`src/rtl/ppt_pkg.sv`:
```
package ppt_pkg;
  typedef enum logic [1:0] {
    ST_IDLE  = 2'd0,
    ST_PAUSE = 2'd1,
    ST_MARK  = 2'd2,
    ST_CLOSE = 2'd3
  } ppt_state_e;
endpackage

```
`src/rtl/ppt_tick_gen.sv`:
```
module ppt_tick_gen #(
  parameter int TICK_DIV = 32
) (
  input  logic clk,
  input  logic rst,
  input  logic clr,
  output logic tick
);
  localparam int CW = (TICK_DIV > 1) ? $clog2(TICK_DIV) : 1;
  localparam logic [CW-1:0] LAST = CW'(TICK_DIV - 1);

  logic [CW-1:0] cnt;

  always_ff @(posedge clk) begin
    if (rst || clr) cnt <= '0;
    else if (cnt == LAST) cnt <= '0;
    else cnt <= cnt + 1'b1;
  end

  assign tick = (cnt == LAST);
endmodule

```
`src/rtl/ppt_gap_timer.sv`:
```
module ppt_gap_timer #(
  parameter int GAP_W = 16
) (
  input  logic             clk,
  input  logic             rst,
  input  logic             clr,
  input  logic             en,
  input  logic             tick,
  output logic [GAP_W-1:0] gap
);
  always_ff @(posedge clk) begin
    if (rst || clr) gap <= '0;
    else if (en && tick && (gap != {GAP_W{1'b1}})) gap <= gap + 1'b1;
  end
endmodule

```
`src/rtl/ppt_frame_fsm.sv`:
```
module ppt_frame_fsm
  import ppt_pkg::*;
#(
  parameter int MAX_BITS    = 32,
  parameter int PAUSE_TICKS = 30,
  parameter int ONE_TICKS   = 150,
  parameter int ZERO_TICKS  = 90,
  localparam int NW   = $clog2(MAX_BITS + 1),
  localparam int LONG = (ONE_TICKS > ZERO_TICKS) ? ONE_TICKS : ZERO_TICKS,
  localparam int TW   = $clog2(LONG + 1)
) (
  input  logic                clk,
  input  logic                rst,
  input  logic                tick,
  input  logic                start,
  input  logic [MAX_BITS-1:0] data,
  input  logic [NW-1:0]       nbits,
  input  logic                ks_bit,
  output logic                ks_adv,
  output logic                carrier,
  output logic                busy,
  output logic                done,
  output logic                tmr_clr
);
  localparam logic [TW-1:0] PAUSE_LAST = TW'(PAUSE_TICKS - 1);
  localparam logic [TW-1:0] ONE_LAST   = TW'(ONE_TICKS - 1);
  localparam logic [TW-1:0] ZERO_LAST  = TW'(ZERO_TICKS - 1);

  ppt_state_e          state;
  logic [MAX_BITS-1:0] sh;
  logic [NW-1:0]       left;
  logic [TW-1:0]       tcnt;
  logic                enc;

  logic          accept, pause_end, mark_end, close_end;
  logic [TW-1:0] mark_last;
  logic [NW-1:0] n_eff;

  always_comb begin
    n_eff     = (nbits > NW'(MAX_BITS)) ? NW'(MAX_BITS) : nbits;
    mark_last = enc ? ONE_LAST : ZERO_LAST;
    accept    = (state == ST_IDLE) && start;
    pause_end = (state == ST_PAUSE) && tick && (tcnt == PAUSE_LAST);
    mark_end  = (state == ST_MARK) && tick && (tcnt == mark_last);
    close_end = (state == ST_CLOSE) && tick && (tcnt == PAUSE_LAST);
    tmr_clr   = accept || close_end;
  end

  always_ff @(posedge clk) begin
    if (rst) begin
      state   <= ST_IDLE;
      sh      <= '0;
      left    <= '0;
      tcnt    <= '0;
      enc     <= 1'b0;
      carrier <= 1'b1;
      busy    <= 1'b0;
      done    <= 1'b0;
      ks_adv  <= 1'b0;
    end else begin
      done   <= 1'b0;
      ks_adv <= 1'b0;
      case (state)
        ST_IDLE: begin
          if (start) begin
            sh      <= data;
            left    <= n_eff;
            tcnt    <= '0;
            carrier <= 1'b0;
            busy    <= 1'b1;
            state   <= (n_eff == '0) ? ST_CLOSE : ST_PAUSE;
          end
        end
        ST_PAUSE: begin
          if (tick) tcnt <= tcnt + 1'b1;
          if (pause_end) begin
            carrier <= 1'b1;
            enc     <= sh[0] ^ ks_bit;
            ks_adv  <= 1'b1;
            state   <= ST_MARK;
          end
        end
        ST_MARK: begin
          if (mark_end) begin
            tcnt    <= '0;
            carrier <= 1'b0;
            sh      <= sh >> 1;
            left    <= left - 1'b1;
            state   <= (left == NW'(1)) ? ST_CLOSE : ST_PAUSE;
          end else if (tick) begin
            tcnt <= tcnt + 1'b1;
          end
        end
        ST_CLOSE: begin
          if (close_end) begin
            tcnt    <= '0;
            carrier <= 1'b1;
            busy    <= 1'b0;
            done    <= 1'b1;
            state   <= ST_IDLE;
          end else if (tick) begin
            tcnt <= tcnt + 1'b1;
          end
        end
        default: state <= ST_IDLE;
      endcase
    end
  end
endmodule

```
`src/rtl/pp_frame_tx.sv`:
```
module pp_frame_tx #(
  parameter int TICK_DIV    = 32,
  parameter int PAUSE_TICKS = 30,
  parameter int ONE_TICKS   = 150,
  parameter int ZERO_TICKS  = 90,
  parameter int MAX_BITS    = 32,
  parameter int GAP_W       = 16,
  localparam int NW = $clog2(MAX_BITS + 1)
) (
  input  logic                clk,
  input  logic                rst,
  input  logic                start,
  input  logic [MAX_BITS-1:0] data,
  input  logic [NW-1:0]       nbits,
  input  logic                ks_bit,
  output logic                ks_adv,
  output logic                carrier,
  output logic                busy,
  output logic                done,
  output logic [GAP_W-1:0]    gap
);
  logic tick, tmr_clr;

  ppt_tick_gen #(.TICK_DIV(TICK_DIV)) u_tick (
    .clk(clk), .rst(rst), .clr(tmr_clr), .tick(tick)
  );

  ppt_frame_fsm #(
    .MAX_BITS(MAX_BITS), .PAUSE_TICKS(PAUSE_TICKS),
    .ONE_TICKS(ONE_TICKS), .ZERO_TICKS(ZERO_TICKS)
  ) u_fsm (
    .clk(clk), .rst(rst), .tick(tick), .start(start), .data(data),
    .nbits(nbits), .ks_bit(ks_bit), .ks_adv(ks_adv), .carrier(carrier),
    .busy(busy), .done(done), .tmr_clr(tmr_clr)
  );

  ppt_gap_timer #(.GAP_W(GAP_W)) u_gap (
    .clk(clk), .rst(rst), .clr(tmr_clr), .en(!busy), .tick(tick), .gap(gap)
  );
endmodule

```
`config.mk`:
```
export PLATFORM = sky130hd
export DESIGN_NAME = pp_frame_tx
export DESIGN_NICKNAME = d
export VERILOG_FILES = /design/src/rtl/ppt_pkg.sv /design/src/rtl/ppt_tick_gen.sv /design/src/rtl/ppt_gap_timer.sv /design/src/rtl/ppt_frame_fsm.sv /design/src/rtl/pp_frame_tx.sv
export SDC_FILE = /design/constraint.sdc
export NUM_CORES = 1
export LEC_CHECK = 0
export ABC_AREA = 1
export ABC_CLOCK_PERIOD_IN_PS = 1900
export BUFFER_PORTS_ARGS = -buffer_cell sky130_fd_sc_hd__buf_2
export CAP_MARGIN = 20
export CORE_UTILIZATION = 35
export DETAILED_ROUTE_END_ITERATION = 12
export PLACE_DENSITY_LB_ADDON = 0.15
export SETUP_SLACK_MARGIN = 0.15
export SLEW_MARGIN = 20
export SYNTH_ARGS = -nofsm -noshare
export SYNTH_HDL_FRONTEND = slang
export SYNTH_SLANG_ARGS = --single-unit
```
`constraint.sdc`:
```
create_clock -name clk -period 1.9 [get_ports clk]
set_clock_uncertainty 0.05 [all_clocks]
set_input_delay 0.19 -clock clk [delete_from_list [all_inputs] [get_ports clk]]
set_output_delay 0.19 -clock clk [all_outputs]
set_load 0.02 [all_outputs]
```
# Word level (Yosys, flattened, before mapping)
# Index checks and enable logic that the tools add are counted.
[op_classes]
addsub = 4
magnitude_cmp = 1
eq_ne = 12
mux = 30
bitwise_logic = 3
n_reduce_logical = 23
[ops]
columns = ["op", "count"]
rows = [
  ["$mux 32", 2],
  ["$pmux 32 s2", 1],
  ["$mux 8", 5],
  ["$pmux 8 s4", 1],
  ["$mux 6", 3],
  ["$add 16x1->16 const B", 1],
  ["$ne 16x16->1 const B", 1],
  ["$mux 2", 6],
  ["$pmux 6 s2", 1],
  ["$logic_and 1x1->1", 9],
  ["$add 8x1->8 const B", 1],
  ["$eq 8x5->1 const B", 1],
  ["$eq 8x8->1", 1],
  ["$mux 1", 8],
  ["$pmux 2 s4", 1],
  ["$eq 6x1->1 const B", 1],
  ["$gt 6x6->1 const B", 1],
  ["$logic_not 6->1", 1],
  ["$ne 2x1->1 const B", 3],
  ["$reduce_and 3->1", 2],
  ["$reduce_or 2->1", 3],
  ["$sub 6x1->6 const B", 1],
  ["$add 5x1->5 const B", 1],
  ["$eq 5x5->1 const B", 1],
  ["other kinds (13)", 17],
]
[totals]
ff_bits = 74
inputBits = 42
output_inout_bits = 20
elab_cells = 84

# Logic depth before layout (Yosys ltp)
# Gate-level depths: netlist of run 1.
[depth]
depth_word = 6
depth_mapped = 14
ltp_nobuf = 11

# Modules after synthesis
# Synthesis of run 1 repeated with hierarchy kept, for this count alone.
[unflattened]
cells_unflattened = 641
hier_area_um2 = 4111.4
[by_module_without_submodules]
columns = ["mod", "n_inst", "cells_per_inst", "area_each_um2", "seq_area_each_um2"]
rows = [
  ["ppt_frame_fsm", 1, 462, 2957.8, 1061.0],
  ["ppt_gap_timer", 1, 152, 938.4, 320.3],
  ["ppt_tick_gen", 1, 26, 211.5, 100.1],
  ["pp_frame_tx", 1, 1, 3.8, 0.0],
]

# Least setup slack after synthesis of run 1
# No wires, ideal clock.
[synth_timing]
kind = "reg2reg"
start = "register u_tick.cnt[0]"
end = "register u_fsm.sh[26]"
setup_ns = 0.113
t_arrival_ns = 1.772
t_required_ns = 1.737
setup_slack_ns = -0.035
stages_incl_launch_ff = 14
n_path_buf = 3
period_less_slack_ns = 1.935
path_cell_list = "dfxtp_1 > ha_1 > and3_1 > ha_1 > buf_2 > nand2_1 > nor2_1 > nand3_1 > nand2_2 > nand3_2 > buf_6 > buf_4 > nor2_1 > nor2_1"
[synth_between]
elab_chain_cells = 5
[synth_lines]
columns = ["element", "line", "text"]
rows = [
  ["start: declaration", "ppt_tick_gen.sv:12", "logic [CW-1:0] cnt;"],
  ["start signal: assignment", "ppt_tick_gen.sv:17", "else cnt <= cnt + 1'b1;"],
  ["$eq 5x5->1", "ppt_tick_gen.sv:20", "assign tick = (cnt == LAST);"],
  ["$logic_and 1x1->1 (2 in series)", "ppt_frame_fsm.sv:44", "mark_end = (state == ST_MARK) && tick && (tcnt == mark_last);"],
  ["$ne 2x1->1 (no line)", "--", ""],
  ["$reduce_and 3->1 (no line)", "--", ""],
  ["end signal: assignment", "ppt_frame_fsm.sv:66", "sh <= data;"],
  ["end signal: assignment", "ppt_frame_fsm.sv:87", "sh <= sh >> 1;"],
  ["end: declaration", "ppt_frame_fsm.sv:30", "logic [MAX_BITS-1:0] sh;"],
]
# No other way between the ends.
# A chain may end at the register's enable or synchronous reset.

# Worst setup path in the final report of run 1
[layout_timing]
start = "register u_tick.cnt[1]"
end = "register u_fsm.sh[1]"
# Same word-level chain as after synthesis.

==> run summary, run 1 <==
DPL Wire Length: 6.351 mm
DIE HEIGHT: 108.2 um
Synth Flop Type: dfxtp_1
Remaining DRCs: 0
CTS tree: yes
Port Buffers: 61
synth unique cells: 30
final slew viol count: 0
peak supply drop: 708.5 uV
IO Pins: 62
Post-Synth Simple-Gate Area: 37.30%
hold_sp: data[31]
worst skew pair latency: 0.36 ns
pre-CTS setup slack: -0.03775 ns
CTS hold repair buffers: 0
Core Area: 10890 um^2
Die ar.: 11700 um^2
Hold WC Path Type: input pin to flip-flop
Post-DRT Antenna Nets: 0
critical path class: flip-flop to flip-flop
Max Root-Sink Buffers: 2
Critical Path Fanout Max: 17
Worst R2R Start: u_tick.cnt[1]
PD cells: 1142 nW/um^2
CP Launch Type: flip-flop
LEAKAGE: 2.468 nW
Setup Viol. Count Final: 0
area delta synth->final: 31.68%
Total Wirelength: 9.933 mm
mux contribution to synthesized area: 0%
vias per cell: 4.613
Worst EP arrival: 2.10 ns
initial core utilization: 36.23%
CP Capture Type: flip-flop
Final TNS setup: 0 ns
Final WS setup: 0.01635 ns
Syn. warnings: 0
antenna violations before repair: 0
combinational family with the most area after synthesis: simple AND/OR/NAND/NOR gates
CTS sink cnt: 74
syn_nets: 685
xor/xnor share of the synthesized area: 1.554%
maxcap violations: 0
fin nets: 772
Reg clk slew, reported paths: 0.08 ns
adder-cell share of the synthesized area: 2.220%
via count: 4004
Final Cycle Share: 99.14%
maximum clock rate: 530.9 MHz
total CTS buffers: 9
Worst EP required: 2.11 ns
RSZ-0062 raised after global routing: true
Synth Register Bits: 74
post-synthesis compound-gate area fraction: 10.37%
Worst setup startpoint: u_tick.cnt[1]
Seq/Total Area, Yosys: 37.55%
Post-Syn Instances: 636
Post-Syn Area per Cell: 6.203 um^2
Tightest Pin Transition: 0.3449 ns
largest net degree at the start of global routing: 40
status: finished clean
vias in the first global route: 3709
Total Routing Usage GR: 18.41%
Site Rows: 38
htree depth: 3
drt first-iter violations: 203
Post-Syn Area: 3945 um^2
die width: 108.2 um
layout cells sized above 1: 25.00%
Inserted Diodes: 0
RD Place Congestion: 0.7829
Final min period: 1.884 ns
GRT overflow: 0
Worst slew margin: 76.77%
drt wl/cell: 11.44 um
Hold Violations, Final: 0
Initial DRT Pass Iterations: 4
Post-synth EDFFs: 0
first-pass GRT wire length: 16.82 mm
asr flop ratio synth: 0%
Fill cells: 1135
Root Buffer: clkbuf_8
==> cells by family (layout without fill, tap and decap cells) <==
family                     after synthesis  in the layout
xor gates and xnor gates                 7              7
buffers and inverters                  103            195
and+or+nand+nor                        366            366
AOI/OAI and AO/OA                       79             79
DFF                                     74             74
adders and majority gates                7              7
==> cells in the final DEF (no fill, tap or decap), types with 3 or more instances in the layout <==
master	n
nand2_2	24
nand3_1	19
buf_12	5
buf_16	5
nand2_4	5
a21oi_2	5
ha_1	5
xor2_1	5
o21ai_0	39
a21oi_1	21
o21ai_1	5
buf_6	3
clkinv_2	4
inv_1	73
nand4_1	6
inv_2	5
clkbuf_8	9
nor2_2	9
nand2_1	167
nor2_4	5
nor3_1	12
nor2_1	112
dfxtp_1	72
buf_4	25
buf_2	61
==> power by group <==
group	internal (mW)	leakage (nW)	switching [mW]
registers	1.87	0.607	0.138
logic	1.19	1.76	1.53
clock network	0.598	0.0958	0.607
total	3.65	2.47	2.28
==> per-stage QoR <==
step	hold slack (ns)	area (um^2)	utilization, %	instances	total power, mW
after CTS	0.05727	5015	46.06	864	5.750
after global placement	0.3977	4534	41.65	833	3.886
final	0.09283	5195	47.71	868	5.931
after floorplan	0.2091	4005	-	636	3.541
after detailed placement	0.4014	4534	41.65	833	3.934
after global routing	0.09257	5195	47.71	868	6.402
==> repair_timing <==
item | in CTS | in global routing
buffers inserted | 10 | 3
endpoints found under the setup margin | 64 | 70
pin swaps | 4 | 4
resized for setup | 25 | 47
endpoints found under the hold margin | 0 | 0
gates cloned | 5 | 1
==> critical path: stages (launching register included) <==
cell and delay, ns:
dfxtp_2 0.36, ha_4 0.13, and3_4 0.17, ha_4 0.15, nand2_4 0.05, nor2_4 0.09, nand3_2 0.09, nand2_4 0.09
nand3_4 0.12, buf_4 0.18, buf_16 0.15, nor2_1 0.09, nor2_1 0.05
==> metal layers <==
| layer | global-route usage [%] | wire (um) | vias to the layer above | part of all wire [%] |
|---|---|---|---|---|
| li1 | - | - | 2141 | - |
| met1 | 22.30 | 4749 | 1768 | 48 |
| met2 | 31.03 | 4556 | 83 | 46 |
| met3 | 5.425 | 488 | 12 | 4.9 |
| met4 | 6.067 | 138 | 0 | 1.4 |
| met5 | 0 | 0 | - | 0 |
==> registers in the layout (all words and copies together), names as in the netlist, 2 cells and up <==
signal,cells
u_gap.gap,16
u_fsm.state,2
u_fsm.left,6
u_fsm.sh,32
u_tick.cnt,5
u_fsm.tcnt,8
==> layout make-up <==
type                            instances  area (um^2)  area share, %
Multi-Input combinational cell        459         2253          43.38
Sequential cell                        74         1484          28.56
Timing Repair Buffer                  101        804.5          15.49
Inverter                               78        292.8          5.636
Tap cell                              140        175.2          3.372
Clock buffer                           10        127.6          2.457
Clock inverter                          6        57.56          1.108
==> synth_stat cells, types with 3 or more instances <==
library cell | count | area [um^2]
a21oi_1 | 26 | 130.1
buf_2 | 11 | 55.05
buf_4 | 3 | 22.52
buf_6 | 3 | 33.78
clkbuf_1 | 8 | 30.03
dfxtp_1 | 74 | 1481
ha_1 | 7 | 87.58
inv_1 | 73 | 274.0
inv_2 | 5 | 18.77
nand2_1 | 195 | 732.0
nand3_1 | 21 | 105.1
nand4_1 | 6 | 37.54
nor2_1 | 124 | 465.5
nor3_1 | 13 | 65.06
o21ai_0 | 44 | 220.2
xor2_1 | 5 | 43.79
==> path summary, 6_finish.rpt <==
check / endpoint / slack [ns] / cells after the start
worst max-delay path: u_fsm.sh[1] / 0.02 / 12
worst min register to register: u_fsm.carrier / 0.41 / 2
worst min-delay path: u_fsm.sh[31] / 0.09 / 3
worst max register to register: u_fsm.sh[1] / 0.02 / 12
No activity file was read; power rests on OpenSTA's default activity.
==> inputs of run 2 (changes only) <==
--- a/config.mk
+++ b/config.mk
@@ -12,6 +12,7 @@
 export CORE_UTILIZATION = 35
 export DETAILED_ROUTE_END_ITERATION = 12
 export PLACE_DENSITY_LB_ADDON = 0.15
+export RECOVER_POWER = 50
 export SETUP_SLACK_MARGIN = 0.15
 export SLEW_MARGIN = 20
 export SYNTH_ARGS = -nofsm -noshare
==> run summary, run 2 (same netlist as run 1, synthesis figures left out) <==
commonest non-fill, non-tap cell in the layout: nand2_1 (unchanged)
DPL Wire Length: 6.351 mm (unchanged)
peak supply drop: 708.4 uV (was 708.5 uV)
CP Launch Type: flip-flop (unchanged)
Final Instance Area: 5167 um^2 (was 5195 um^2)
CTS sink cnt: 74 (unchanged)
status: finished clean (unchanged)
antenna violations before repair: 0 (unchanged)
Inserted Diodes: 0 (unchanged)
CTS hold repair buffers: 0 (unchanged)
Hold Violations, Final: 0 (unchanged)
RSZ-0062 raised after global routing: true (unchanged)
die width: 108.2 um (unchanged)
Top reg by flops: u_fsm.sh (unchanged)
layout cells sized above 1: 22.12% (was 25.00%)
PD cells: 1147 nW/um^2 (was 1142 nW/um^2)
drt first-iter violations: 205 (was 203)
GRT overflow: 0 (unchanged)
Worst EP arrival: 2.10 ns (about the same)
Remaining DRCs: 0 (unchanged)
RD Place Congestion: 0.7829 (unchanged)
Worst EP required: 2.11 ns (about the same)
largest net degree at the start of global routing: 40 (unchanged)
Die ar.: 11700 um^2 (unchanged)
Hold WC Path Type: input pin to flip-flop (unchanged)
DIE HEIGHT: 108.2 um (unchanged)
Reg clk slew, reported paths: 0.08 ns (about the same)
Top Registers: u_fsm.sh x32, u_gap.gap x16, u_fsm.tcnt x8 (unchanged)
Site Rows: 38 (unchanged)
worst skew pair latency: 0.36 ns (about the same)
drt wl/cell: 11.50 um (was 11.44 um)
Setup Viol. Count Final: 0 (unchanged)
LEAKAGE: 2.382 nW (was 2.468 nW)
maximum clock rate: 530.8 MHz (was 530.9 MHz)
vias per cell: 4.613 (unchanged)
Final TNS setup: 0 ns (unchanged)
reg-to-reg setup timing slack: 0.02 ns (about the same)
Final Cycle Share: 99.16% (was 99.14%)
Total Wirelength: 9.985 mm (was 9.933 mm)
Post-DRT Antenna Nets: 0 (unchanged)
first-pass GRT wire length: 16.82 mm (unchanged)
maxcap violations: 0 (unchanged)
Total Routing Usage GR: 18.41% (unchanged)
Critical Path Fanout Max: 17 (unchanged)
CTS tree: yes (unchanged)
dpl cell area: 4534 um^2 (unchanged)
Largest register FFs: 32 (unchanged)
critical path class: flip-flop to flip-flop (unchanged)
Core Area: 10890 um^2 (unchanged)
via count: 4004 (unchanged)
commonest non-fill, non-tap cells in the layout: nand2_1, nor2_1, inv_1 (unchanged)
total CTS buffers: 9 (unchanged)
Max Root-Sink Buffers: 2 (unchanged)
multi-input logic area: 2251 um^2 (was 2253 um^2)
IO Pins: 62 (unchanged)
Root Buffer: clkbuf_8 (unchanged)
vias in the first global route: 3709 (unchanged)
Sequential Area: 1484 um^2 (unchanged)
fin nets: 772 (unchanged)
Port Buffers: 61 (unchanged)
initial core utilization: 36.23% (unchanged)
Final min period: 1.884 ns (about the same)
Initial DRT Pass Iterations: 4 (unchanged)
CP Capture Type: flip-flop (unchanged)
Fill cells: 1142 (was 1135)
final slew viol count: 0 (unchanged)
area delta synth->final: 30.99% (was 31.68%)
Tightest Pin Transition: 0.3449 ns (unchanged)
htree depth: 3 (unchanged)
final core utilization: 47.46% (was 47.71%)
Worst slew margin: 76.77% (unchanged)
==> run 2: cell type report <==
class,count,share of cell area [%]
multi-input combinational,459,43.56
tap,140,3.390
inverter,78,5.666
clock buffer,10,2.470
timing repair buffer,101,15.08
sequential,74,28.72
clock inverter,6,1.114
==> run 2: repair_timing <==
item | 4_1_cts | 5_1_grt
resized for setup | 25 | 47
pin swaps | 4 | 4
endpoints found under the setup margin | 64 | 70
setup buffers | 10 | 3
gates cloned | 5 | 1
==> run 2: final timing paths <==
check,start,end,depth (start not counted)
setup reg to reg,u_tick.cnt[1],u_fsm.sh[1],12
setup / recovery,u_tick.cnt[1],u_fsm.sh[1],12
hold / removal,data[31],u_fsm.sh[31],3
hold reg to reg,u_fsm.carrier,u_fsm.carrier,2
==> run 2: stage by stage <==
step / total power [mW] / std cells / worst slack (ns) / hold slack, ns
floorplan: 3.541 / 636 / 0.07347 / 0.2091
global placement: 3.886 / 833 / 0.005808 / 0.3977
detailed placement: 3.934 / 833 / -0.03775 / 0.4014
CTS: 5.750 / 864 / 0.03268 / 0.05727
global route: 6.399 / 868 / -0.1114 / 0.09257
finish: 5.928 / 868 / 0.01592 / 0.09293
==> run 2: where the power goes <==
| part | total (mW) | switching [mW] | leakage, nW | internal, mW |
|---|---|---|---|---|
| sequential | 2.00 | 0.138 | 0.607 | 1.87 |
| clock | 1.20 | 0.606 | 0.0958 | 0.598 |
| combinational | 2.72 | 1.53 | 1.68 | 1.19 |
==> run 2: critical path: stages, from the launching register on <==
cell and delay [ns]:
dfxtp_2 0.36, ha_4 0.13, and3_4 0.17, ha_4 0.15
nand2_4 0.05, nor2_4 0.09, nand3_2 0.09, nand2_4 0.09
nand3_4 0.12, buf_4 0.18, buf_16 0.15, nor2_1 0.09
nor2_1 0.05
==> run 2: metal layers <==
| metal | part of all wire, % | track usage, % |
|---|---|---|
| met1 | 48 | 22.30 |
| met2 | 45 | 31.03 |
| met3 | 5.1 | 5.425 |
| met4 | 1.4 | 6.067 |
| met5 | 0 | 0 |
==> inputs of run 3 (changes only) <==
--- a/config.mk
+++ b/config.mk
@@ -13,7 +13,7 @@
 export DETAILED_ROUTE_END_ITERATION = 12
 export PLACE_DENSITY_LB_ADDON = 0.15
 export RECOVER_POWER = 50
-export SETUP_SLACK_MARGIN = 0.15
+export SETUP_SLACK_MARGIN = 0.5
 export SLEW_MARGIN = 20
 export SYNTH_ARGS = -nofsm -noshare
 export SYNTH_HDL_FRONTEND = slang
==> constraint.sdc (replaced) <==
create_clock -name clk -period 1.9 [get_ports clk]
set_clock_uncertainty 0.05 [all_clocks]
set_input_delay 0.19 -clock clk [delete_from_list [all_inputs] [get_ports clk]]
set_output_delay 0.19 -clock clk [all_outputs]
set_load 0.1 [all_outputs]
==> run summary, run 3 (same netlist as run 1, synthesis figures left out) <==
hold_sp: data[31] (unchanged)
Tightest Pin Transition: 0.5459 ns (was 0.3449 ns)
hold endpoint: u_fsm.sh[31] (unchanged)
status: finished with violations (was finished clean)
Inserted Diodes: 0 (unchanged)
Hold WC Path Type: input pin to flip-flop (unchanged)
final core utilization: 50.03% (was 47.46%)
CTS tree: yes (unchanged)
Total Wirelength: 10.72 mm (was 9.985 mm)
critical path class: flip-flop to flip-flop (unchanged)
RD Place Congestion: 0.8294 (was 0.7829)
Remaining DRCs: 0 (unchanged)
Setup Viol. Count Final: 2 (was 0)
first-pass GRT wire length: 15.67 mm (was 16.82 mm)
worst reg-to-reg path cell count: 13 (was 12)
Reg-to-Reg End: u_fsm.sh[1] (unchanged)
Max stage delay on crit path: 0.36 ns (about the same)
GRT overflow: 0 (unchanged)
reg-to-reg setup timing slack: -0.009 ns (was 0.02 ns)
commonest non-fill, non-tap cells in the layout: nand2_1, nor2_1, inv_1 (unchanged)
cell count of the worst hold path: 3 (unchanged)
maxcap violations: 0 (unchanged)
area delta synth->final: 38.09% (was 30.99%)
total CTS buffers: 9 (unchanged)
worst skew pair latency: 0.35 ns (was 0.36 ns)
Max Root-Sink Buffers: 2 (unchanged)
Total Routing Usage GR: 16.88% (was 18.41%)
commonest non-fill, non-tap cell in the layout: nand2_1 (unchanged)
CP Launch Type: flip-flop (unchanged)
DIE HEIGHT: 108.2 um (unchanged)
Hold Violations, Final: 0 (unchanged)
largest net degree at the start of global routing: 68 (was 40)
IO Pins: 62 (unchanged)
Final TNS setup: -0.01369 ns (was 0 ns)
Largest register FFs: 32 (unchanged)
Site Rows: 38 (unchanged)
CTS hold repair buffers: 0 (unchanged)
Worst slew margin: 63.76% (was 76.77%)
WP buf/inv: 2 (unchanged)
drt first-iter violations: 140 (was 205)
dpl cell area: 4547 um^2 (was 4534 um^2)
Core Area: 10890 um^2 (unchanged)
Initial DRT Pass Iterations: 4 (unchanged)
maximum clock rate: 523.9 MHz (was 530.8 MHz)
drt wl/cell: 12.30 um (was 11.50 um)
CTS sink cnt: 74 (unchanged)
initial core utilization: 36.23% (unchanged)
Sequential Area: 1538 um^2 (was 1484 um^2)
final slew viol count: 0 (unchanged)
multi-input logic area: 2435 um^2 (was 2251 um^2)
antenna violations before repair: 0 (unchanged)
CP Capture Type: flip-flop (unchanged)
Final min period: 1.909 ns (was 1.884 ns)
vias in the first global route: 3506 (was 3709)
failing checks: setup timing
vias per cell: 4.675 (was 4.613)
RSZ-0062 raised after global routing: true (unchanged)
Final WS setup: -0.008823 ns (was 0.01592 ns)
Critical Path Fanout Max: 5 (was 17)
Reg clk slew, reported paths: 0.08 ns (about the same)
fin nets: 775 (was 772)
Die ar.: 11700 um^2 (unchanged)
slowest CP cell: dfxtp_2 (unchanged)
Fill cells: 1099 (was 1142)
Post-DRT Antenna Nets: 0 (unchanged)
via count: 4072 (was 4004)
PD cells: 1094 nW/um^2 (was 1147 nW/um^2)
Worst R2R Start: u_tick.cnt[1] (unchanged)
crit path cell chain: ha_4 > and3_4 > ha_4 > nand2_4 > nor2_4 > nand3_2 > nand2_4 > buf_4 > nand3_4 > clkbuf_16 > nand2_1 > nand2_1 > nor2_1 (was ha_4 > and3_4 > ha_4 > nand2_4 > nor2_4 > nand3_2 > nand2_4 > nand3_4 > buf_4 > buf_16 > nor2_1 > nor2_1)
Final Cycle Share: 100.5% (was 99.16%)
Crit path max-delay family: simple AND/OR/NAND/NOR gates (unchanged)
layout cells sized above 1: 30.78% (was 22.12%)
Top reg by flops: u_fsm.sh (unchanged)
Port Buffers: 61 (unchanged)
die width: 108.2 um (unchanged)
htree depth: 3 (unchanged)
Worst EP required: 2.14 ns (was 2.11 ns)
DPL Wire Length: 6.281 mm (was 6.351 mm)
Worst EP arrival: 2.15 ns (was 2.10 ns)
Top Registers: u_fsm.sh x32, u_gap.gap x16, u_fsm.tcnt x8 (unchanged)
Root Buffer: clkbuf_8 (unchanged)
Final Instance Area: 5448 um^2 (was 5167 um^2)
LEAKAGE: 2.518 nW (was 2.382 nW)
peak supply drop: 583.4 uV (was 708.4 uV)
==> run 3: metrics by stage <==
stage	hold slack, ns	instances	power, mW	worst slack, ns
2_1_floorplan	0.2091	636	3.589	0.07347
3_3_place_gp	0.3767	827	3.927	0.03521
3_5_place_dp	0.3848	827	3.972	-0.005532
4_1_cts	0.08200	858	5.528	0.02335
5_1_grt	0.07402	871	6.440	-0.1154
6_report	0.09624	871	5.962	-0.008823
==> run 3: how the worst max path moves through the flow <==
stage,start,to,slack (ns),depth (start not counted)
final,u_tick.cnt[1],u_fsm.sh[1],-0.009,13
after global routing,u_tick.cnt[1],u_fsm.sh[26],-0.12,12
after CTS,u_tick.cnt[1],u_fsm.sh[26],0.02,12
after detailed placement,u_tick.cnt[1],u_fsm.sh[26],-0.006,12
after global placement,u_tick.cnt[0],u_fsm.left[5],0.04,11
after floorplan,u_tick.cnt[1],u_fsm.sh[26],0.07,13
==> run 3: final cells by class <==
class | instances | share of cell area (%)
clock buffer | 13 | 3.491
clock inverter | 3 | 0.7809
inverter | 78 | 5.650
multi-input combinational | 460 | 44.69
sequential | 74 | 28.23
tap | 140 | 3.215
timing repair buffer | 102 | 13.87
timing repair inverter | 1 | 0.06890
==> run 3: what timing repair did <==
action / 4_1_cts / 5_1_grt
endpoints found under the setup margin: 84 / 82
gates resized for setup: 52 / 83
gates cloned: 1 / 8
pin swaps: 9 / 17
setup buffers: 14 / 5
==> run 3: power by group <==
group | switching, mW | internal, mW
clock network | 0.620 | 0.793
registers | 0.145 | 1.85
logic | 1.57 | 0.989
==> run 3: worst register-to-register path, delay by kind of cell (launching register included) <==
| kind | cells | cell delay, ns |
|---|---|---|
| simple gates | 9 | 0.80 |
| fa+ha+maj | 2 | 0.31 |
| buf+inv | 2 | 0.32 |
| flops | 1 | 0.36 |
==> run 3: layer usage <==
metal | up-vias | wire length [um] | global-route usage [%]
met3 | 15 | 464 | 4.219
met1 | 1828 | 4977 | 20.66
met2 | 82 | 5098 | 28.62
met5 | - | 0 | 0
met4 | 0 | 176 | 5.871
li1 | 2147 | - | -
